$ cat src/rtl/icap_pkg.sv
package icap_pkg;
  localparam int BYTE_W = 8;
  localparam int CNT_W  = 2 * BYTE_W;

  typedef enum logic [1:0] {
    A_CTRL  = 2'd0,
    A_STAT  = 2'd1,
    A_CAPLO = 2'd2,
    A_CAPHI = 2'd3
  } reg_addr_e;

  typedef struct packed {
    logic irq_en;
    logic filt_en;
    logic rise;
    logic src_cmp;
  } ctrl_t;

  // Edge of the wanted polarity between two successive levels.
  function automatic logic edge_hit(logic prev, logic cur, logic rise);
    return (prev != cur) && (cur == rise);
  endfunction

  // All bits of a window agree.
  function automatic logic window_agrees(logic [3:0] w);
    return (&w) || (~|w);
  endfunction
endpackage

$ cat src/rtl/icap_sync.sv
module icap_sync #(
  parameter int W      = 2,
  parameter int STAGES = 2
) (
  input  logic         clk,
  input  logic         rst_n,
  input  logic [W-1:0] din,
  output logic [W-1:0] dout
);
  for (genvar i = 0; i < W; i++) begin : g_bit
    logic [STAGES-1:0] sh;
    always_ff @(posedge clk or negedge rst_n) begin
      if (!rst_n) sh <= '0;
      else        sh <= {sh[STAGES-2:0], din[i]};
    end
    assign dout[i] = sh[STAGES-1];
  end
endmodule

$ cat src/rtl/icap_filter.sv
module icap_filter #(
  parameter int TAPS = 4
) (
  input  logic clk,
  input  logic rst_n,
  input  logic en,
  input  logic din,
  output logic dout
);
  import icap_pkg::*;

  logic [TAPS-2:0] hist;
  logic [TAPS-1:0] win;
  logic            agree;
  logic            level;

  assign win   = {hist, din};
  assign agree = window_agrees(win);

  always_ff @(posedge clk or negedge rst_n) begin
    if (!rst_n) begin
      hist  <= '0;
      level <= 1'b0;
    end else begin
      hist <= win[TAPS-2:0];
      if (!en || agree) level <= din;
    end
  end

  assign dout = en ? level : din;


  filt_agree_chk: assert property (@(posedge clk) disable iff (!rst_n)
    ($past(en) && level != $past(level)) |->
      ($past(din, 1) == level && $past(din, 2) == level &&
       $past(din, 3) == level && $past(din, 4) == level));
endmodule

$ cat src/rtl/icap_edge.sv
module icap_edge (
  input  logic clk,
  input  logic rst_n,
  input  logic det,
  input  logic rise,
  input  logic block,
  output logic ev
);
  import icap_pkg::*;

  logic prev;

  always_ff @(posedge clk or negedge rst_n) begin
    if (!rst_n) prev <= 1'b0;
    else        prev <= det;
  end

  assign ev = !block && edge_hit(prev, det, rise);


  edge_pol_chk: assert property (@(posedge clk) disable iff (!rst_n)
    ev |-> (det == rise && $past(det) != det));
endmodule

$ cat src/rtl/icap_regs.sv
module icap_regs #(
  parameter int DW = 8
) (
  input  logic                clk,
  input  logic                rst_n,
  input  logic                wr_en,
  input  logic                rd_en,
  input  logic [1:0]          addr,
  input  logic [DW-1:0]       wdata,
  input  logic                cap_ev,
  input  logic [2*DW-1:0]     timer_cnt,
  output icap_pkg::ctrl_t     ctrl,
  output logic [2*DW-1:0]     cap_q,
  output logic                flag_q,
  output logic [DW-1:0]       rdata
);
  import icap_pkg::*;

  logic [DW-1:0] temp_q;
  logic wr_ctrl, wr_stat, wr_lo, wr_hi, rd_lo;

  assign wr_ctrl = wr_en && (addr == A_CTRL);
  assign wr_stat = wr_en && (addr == A_STAT);
  assign wr_lo   = wr_en && (addr == A_CAPLO);
  assign wr_hi   = wr_en && (addr == A_CAPHI);
  assign rd_lo   = rd_en && (addr == A_CAPLO);

  always_ff @(posedge clk or negedge rst_n) begin
    if (!rst_n) begin
      ctrl   <= '0;
      cap_q  <= '0;
      flag_q <= 1'b0;
      temp_q <= '0;
    end else begin
      if (wr_ctrl) ctrl <= ctrl_t'(wdata[3:0]);
      if (cap_ev)     cap_q <= timer_cnt;
      else if (wr_lo) cap_q <= {temp_q, wdata};
      if (cap_ev)                   flag_q <= 1'b1;
      else if (wr_stat && wdata[0]) flag_q <= 1'b0;
      if (wr_hi)      temp_q <= wdata;
      else if (rd_lo) temp_q <= cap_q[2*DW-1:DW];
    end
  end

  always_comb begin
    case (reg_addr_e'(addr))
      A_CTRL:  rdata = {{(DW-4){1'b0}}, ctrl};
      A_STAT:  rdata = {{(DW-1){1'b0}}, flag_q};
      A_CAPLO: rdata = cap_q[DW-1:0];
      default: rdata = temp_q;
    endcase
  end


  cap_overwrite_chk: assert property (@(posedge clk) disable iff (!rst_n)
    cap_ev |=> cap_q == $past(timer_cnt));

  lo_commit_chk: assert property (@(posedge clk) disable iff (!rst_n)
    (wr_lo && !cap_ev) |=> cap_q == {$past(temp_q), $past(wdata)});

  flag_set_chk: assert property (@(posedge clk) disable iff (!rst_n)
    cap_ev |=> flag_q);

  flag_clr_chk: assert property (@(posedge clk) disable iff (!rst_n)
    (wr_stat && wdata[0] && !cap_ev) |=> !flag_q);

  temp_latch_chk: assert property (@(posedge clk) disable iff (!rst_n)
    (rd_lo && !wr_hi) |=> temp_q == $past(cap_q[2*DW-1:DW]));
endmodule

$ cat src/rtl/icap_unit.sv
module icap_unit #(
  parameter int CNT_W       = 16,
  parameter int SYNC_STAGES = 2,
  parameter int FILT_TAPS   = 4
) (
  input  logic               clk,
  input  logic               rst_n,
  input  logic [CNT_W-1:0]   timer_cnt,
  input  logic               cap_pin,
  input  logic               cmp_out,
  input  logic               top_mode,
  input  logic               wr_en,
  input  logic               rd_en,
  input  logic [1:0]         addr,
  input  logic [CNT_W/2-1:0] wdata,
  output logic [CNT_W/2-1:0] rdata,
  output logic [CNT_W-1:0]   cap_q,
  output logic               irq
);
  import icap_pkg::*;

  localparam int DW    = CNT_W / 2;
  localparam int N_SRC = 2;

  ctrl_t            ctrl;
  logic [N_SRC-1:0] raw_src, syn_src;
  logic             sel_lvl, det_lvl, cap_ev, flag_q;

  assign raw_src = {cmp_out, cap_pin};

  icap_sync #(.W(N_SRC), .STAGES(SYNC_STAGES)) u_sync (
    .clk(clk), .rst_n(rst_n), .din(raw_src), .dout(syn_src)
  );

  assign sel_lvl = ctrl.src_cmp ? syn_src[1] : syn_src[0];

  icap_filter #(.TAPS(FILT_TAPS)) u_filt (
    .clk(clk), .rst_n(rst_n), .en(ctrl.filt_en), .din(sel_lvl), .dout(det_lvl)
  );

  icap_edge u_edge (
    .clk(clk), .rst_n(rst_n), .det(det_lvl), .rise(ctrl.rise),
    .block(top_mode), .ev(cap_ev)
  );

  icap_regs #(.DW(DW)) u_regs (
    .clk(clk), .rst_n(rst_n), .wr_en(wr_en), .rd_en(rd_en), .addr(addr),
    .wdata(wdata), .cap_ev(cap_ev), .timer_cnt(timer_cnt), .ctrl(ctrl),
    .cap_q(cap_q), .flag_q(flag_q), .rdata(rdata)
  );

  assign irq = flag_q && ctrl.irq_en;


  topmode_hold_chk: assert property (@(posedge clk) disable iff (!rst_n)
    (top_mode && !(wr_en && addr == A_CAPLO)) |=> cap_q == $past(cap_q));

  irq_rise_chk: assert property (@(posedge clk) disable iff (!rst_n)
    $rose(irq) |-> (ctrl.irq_en && $past(cap_ev || !ctrl.irq_en)));
endmodule

$ cat config.mk
export PLATFORM = sky130hd
export DESIGN_NAME = icap_unit
export DESIGN_NICKNAME = d
export VERILOG_FILES = /design/src/rtl/icap_pkg.sv /design/src/rtl/icap_sync.sv /design/src/rtl/icap_filter.sv /design/src/rtl/icap_edge.sv /design/src/rtl/icap_regs.sv /design/src/rtl/icap_unit.sv
export SDC_FILE = /design/constraint.sdc
export NUM_CORES = 1
export LEC_CHECK = 0
export BUFFER_PORTS_ARGS = -buffer_cell sky130_fd_sc_hd__buf_2
export CORE_MARGIN = 2
export CORE_UTILIZATION = 51
export DETAILED_ROUTE_END_ITERATION = 6
export GPL_TIMING_DRIVEN = 0
export PLACE_DENSITY = 0.79
export SYNTH_ARGS = -nofsm -noshare
export SYNTH_HDL_FRONTEND = slang
export SYNTH_SLANG_ARGS = --single-unit
export TNS_END_PERCENT = 10
$ cat constraint.sdc
create_clock -name clk -period 4.61 [get_ports clk]
set_clock_uncertainty 0.05 [all_clocks]
set_input_delay 0.2305 -clock clk [delete_from_list [all_inputs] [get_ports clk]]
set_output_delay 0.2305 -clock clk [all_outputs]
set_load 0.1 [all_outputs]
==> results by group <==
Layout
  • P&R area growth vs syn: 22.9%
  • Final Net Count: around 240
  • Fraction of layout instances using a drive strength above 1: 54.3%
  • Inserted Diodes: 0
  • Fill cell count: 275

Critical path
  • Worst path top cell family by delay: compound AO/OA/AOI/OAI gates
  • Number of cells on the critical path: 5
  • CP max FO: 10
  • Maximum cell stage delay along the critical path: 420 ps
  • Required time reported for the critical path endpoint: 4740 ps
  • Kind of launch point of the worst setup path: register
  • Endpoint type of the worst setup path: register
  • Cell depth of the worst flop-to-flop path: 5
  • Worst reg2reg endpoint: u_regs.cap_q[9]
  • Crit Reg-Reg Startpoint: u_filt.level
  • Launch point of the critical path: u_filt.level
  • Arrival time worst endpoint: 2020 ps
  • Reg-to-reg slack, setup: roughly 2700 ps
  • Capturing element of the worst setup path: u_regs.cap_q[9]
  • Crit Path Category: reg2reg
  • Bufs and invs on worst path: 1
  • Cell-by-cell listing of the critical path: nor3b_1, a21oi_2, o221ai_4, buf_8, mux2_4
  • Worst-path cell with the longest stage delay: sky130_fd_sc_hd__dfrtp_1

Logic synthesis
  • Top post-synthesis cells by count: sky130_fd_sc_hd__dfrtp_1 (38), sky130_fd_sc_hd__mux2_2 (29), sky130_fd_sc_hd__mux2i_1 (12)
  • Dominant register cell in the synthesized netlist: sky130_fd_sc_hd__dfrtp_1
  • Fraction of post-synthesis cell area in the top cell type by area: between 40% and 50%
  • Syn Inst Count: 144
  • Nets in the synthesized netlist: 177
  • Synthesized cell area: 1940 sq um
  • Flops & latches, synth: 38
  • Biggest area contributors in the synthesized netlist: sky130_fd_sc_hd__dfrtp_1 (49%), sky130_fd_sc_hd__mux2_2 (17%), sky130_fd_sc_hd__mux2_4 (7.7%), sky130_fd_sc_hd__mux2i_1 (6.2%), sky130_fd_sc_hd__o21ai_0 (2.1%)
  • Average instance area after synthesis: 13.5 sq um
  • Fraction of the yosys area taken by sequential cells: 48.9%
  • Count leader, synth: sky130_fd_sc_hd__dfrtp_1
  • Number of synthesized flops with an enable pin: 0
  • Synth async-reset ratio: 100%
  • Unique cell type count in the Yosys netlist: 34
  • Yosys top cell by area: sky130_fd_sc_hd__dfrtp_1
  • Ys Warns: 0

Global routing
  • Number of antenna violations at the first check in global routing: 0
  • Pin count of the biggest net entering global routing: 39
  • Grt total ovfl: 0
  • Vias in the first global route: 1412
  • Wire length of the first global-routing pass: 6780 microns
  • GRT Total Usage: between 20% and 30%

STA
  • Slew margin rel.: a little over two fifths
  • Final Hold Slack: -4.57 ps
  • Setup repair after global routing missed its margin: no
  • Pins over their slew limit: 0
  • Number of failing hold endpoints at the final stage: 3
  • Period utilisation layout: 41.1%
  • Sum of negative setup slack: 0 ps
  • Time the final worst path needs with I/O delays and setup: 1890 ps
  • Measured slew at the worst slew-check pin: 862 ps
  • Final Setup Violations: 0
  • Highest clock rate: 528 MHz

Placed design
  • DP Wirelength: a little under 3000 microns
  • GPL Wtd Cong: ~0.82
  • PortBufs: 57

Floorplan
  • Starting density of the core: 53.1%
  • Die footprint: around 4300 sq um
  • Number of rows in the core area: 22
  • Core region area: 3660 sq um
  • Boundary Pins: 58
  • X dimension of the die: 65.7 microns
  • Die Y-Extent: 65.7 microns

Clock tree
  • CTS H-tree lvls: 2
  • Num CTS Buffers: 5
  • Skew-Pair Late Insertion Delay: 290 ps
  • Post CTS Setup Buffer Count: 0
  • Clock Sink Count: 38
  • Deepest clock path buffer count: 2
  • TritonCTS clock tree: yes
  • CTS root buf: sky130_fd_sc_hd__clkbuf_8
  • Clk pin slew, worst setup/hold paths: 70 ps

Detailed routing
  • Wire length reported by the detailed router: between 4000 and 5000 microns
  • Total via count in the routed design: 1395
  • Average detailed-routed wire length per instance: roughly 17 microns
  • Number of DRC violations after detailed-routing iteration 0: around 90
  • Per-cell via count in the routed design: roughly 5.4
  • Detailed Routing Iterations Pass 1: 6
  • Detailed-route DRC error count: 0
  • Count of antenna-violating nets left after detailed routing: 0

Run status
  • Result of the run: finished with violations
  • Violations in the final reports: negative hold slack

Min path
  • Worst Hold Class: in2async

Job
  • Max-cap check violation count: 0
[flip-flops by register name, summed over array words and instances (netlist names)]
| name | flops |
|---|---|
| u_regs.ctrl | 4 |
| u_regs.temp_q | 8 |
| u_filt.hist | 3 |
| u_regs.flag_q | 1 |
| u_regs.cap_q | 16 |
| u_sync.g_bit.sh | 4 |
| u_edge.prev | 1 |
| u_filt.level | 1 |
[cell usage in the layout, fill, tap and decap left out, types with 2 or more instances in the layout]
cell and count:
sky130_fd_sc_hd__clkbuf_8 5, sky130_fd_sc_hd__nor2b_1 5, sky130_fd_sc_hd__mux2i_1 12, sky130_fd_sc_hd__mux2_2 29, sky130_fd_sc_hd__dlygate4sd3_1 2, sky130_fd_sc_hd__clkinv_2 2, sky130_fd_sc_hd__dfrtp_1 38, sky130_fd_sc_hd__o21ai_0 8
sky130_fd_sc_hd__nand2_1 9, sky130_fd_sc_hd__mux2_4 10, sky130_fd_sc_hd__nor2_1 3, sky130_fd_sc_hd__buf_2 58, sky130_fd_sc_hd__a22o_1 3, sky130_fd_sc_hd__clkbuf_1 3
[timing repair]
action / CTS / global route
gates resized for setup: 0 / 0
hold endpoints to repair: 2 / 0
hold buffers: 2 / 0
[kinds of logic after synthesis]
logic type,synth area share [%]
simple gates,9.72
mux,32.5
buf+inv,2.38
flops,48.9
compound gates,6.50
[per-layer routing]
metal	track usage, %	share of wire [%]	vias to the layer above
met5	0	0	-
met4	8.33	1.3	0
met3	6.16	5.8	5
met2	36.5	50	47
met1	25.7	42	691
li1	-	-	652
[worst min path at each step]
stage / startpoint / to / slack, ps / cells past startpoint
after CTS: rst_n / u_regs.temp_q[6] / 30 / 1
after global routing: rst_n / u_regs.temp_q[6] / 60 / 1
after global placement: u_sync.g_bit[0].sh[0] / u_sync.g_bit[0].sh[1] / 280 / 0
after detailed placement: u_sync.g_bit[0].sh[0] / u_sync.g_bit[0].sh[1] / 290 / 0
final: rst_n / u_regs.temp_q[6] / -5 / 1
after floorplan: rst_n / u_edge.prev / -120 / 0
[stage by stage]
stage / cell area, sq um / utilization (%) / setup slack, ps / instances / hold WS [ps]
floorplan: 1940 / - / 1890 / 144 / -115
global placement: 2290 / 62.5 / 2730 / 249 / 282
detailed placement: 2290 / 62.5 / 2710 / 249 / 290
CTS: 2390 / 65.2 / 2690 / 258 / 26.5
global route: 2390 / 65.2 / 2600 / 258 / 60.3
finish: 2390 / 65.2 / 2720 / 258 / -4.57
[area by class of cell]
cell class / count / area, sq um / share of cell area (%)
Sequential cell: 38 / 951 / 39.8
Multi-Input combinational cell: 99 / 946 / 39.6
Timing Repair Buffer: 59 / 305 / 12.8
Clock buffer: 5 / 68.8 / 2.88
Tap cell: 48 / 60.1 / 2.52
Buffer: 6 / 42.5 / 1.78
Clock inverter: 2 / 10.0 / 0.419
Inverter: 1 / 3.75 / 0.157
Power is left out: the tool's default activity adds up to more than one toggle a clock period on the data nets, which glitch-free logic cannot reach.
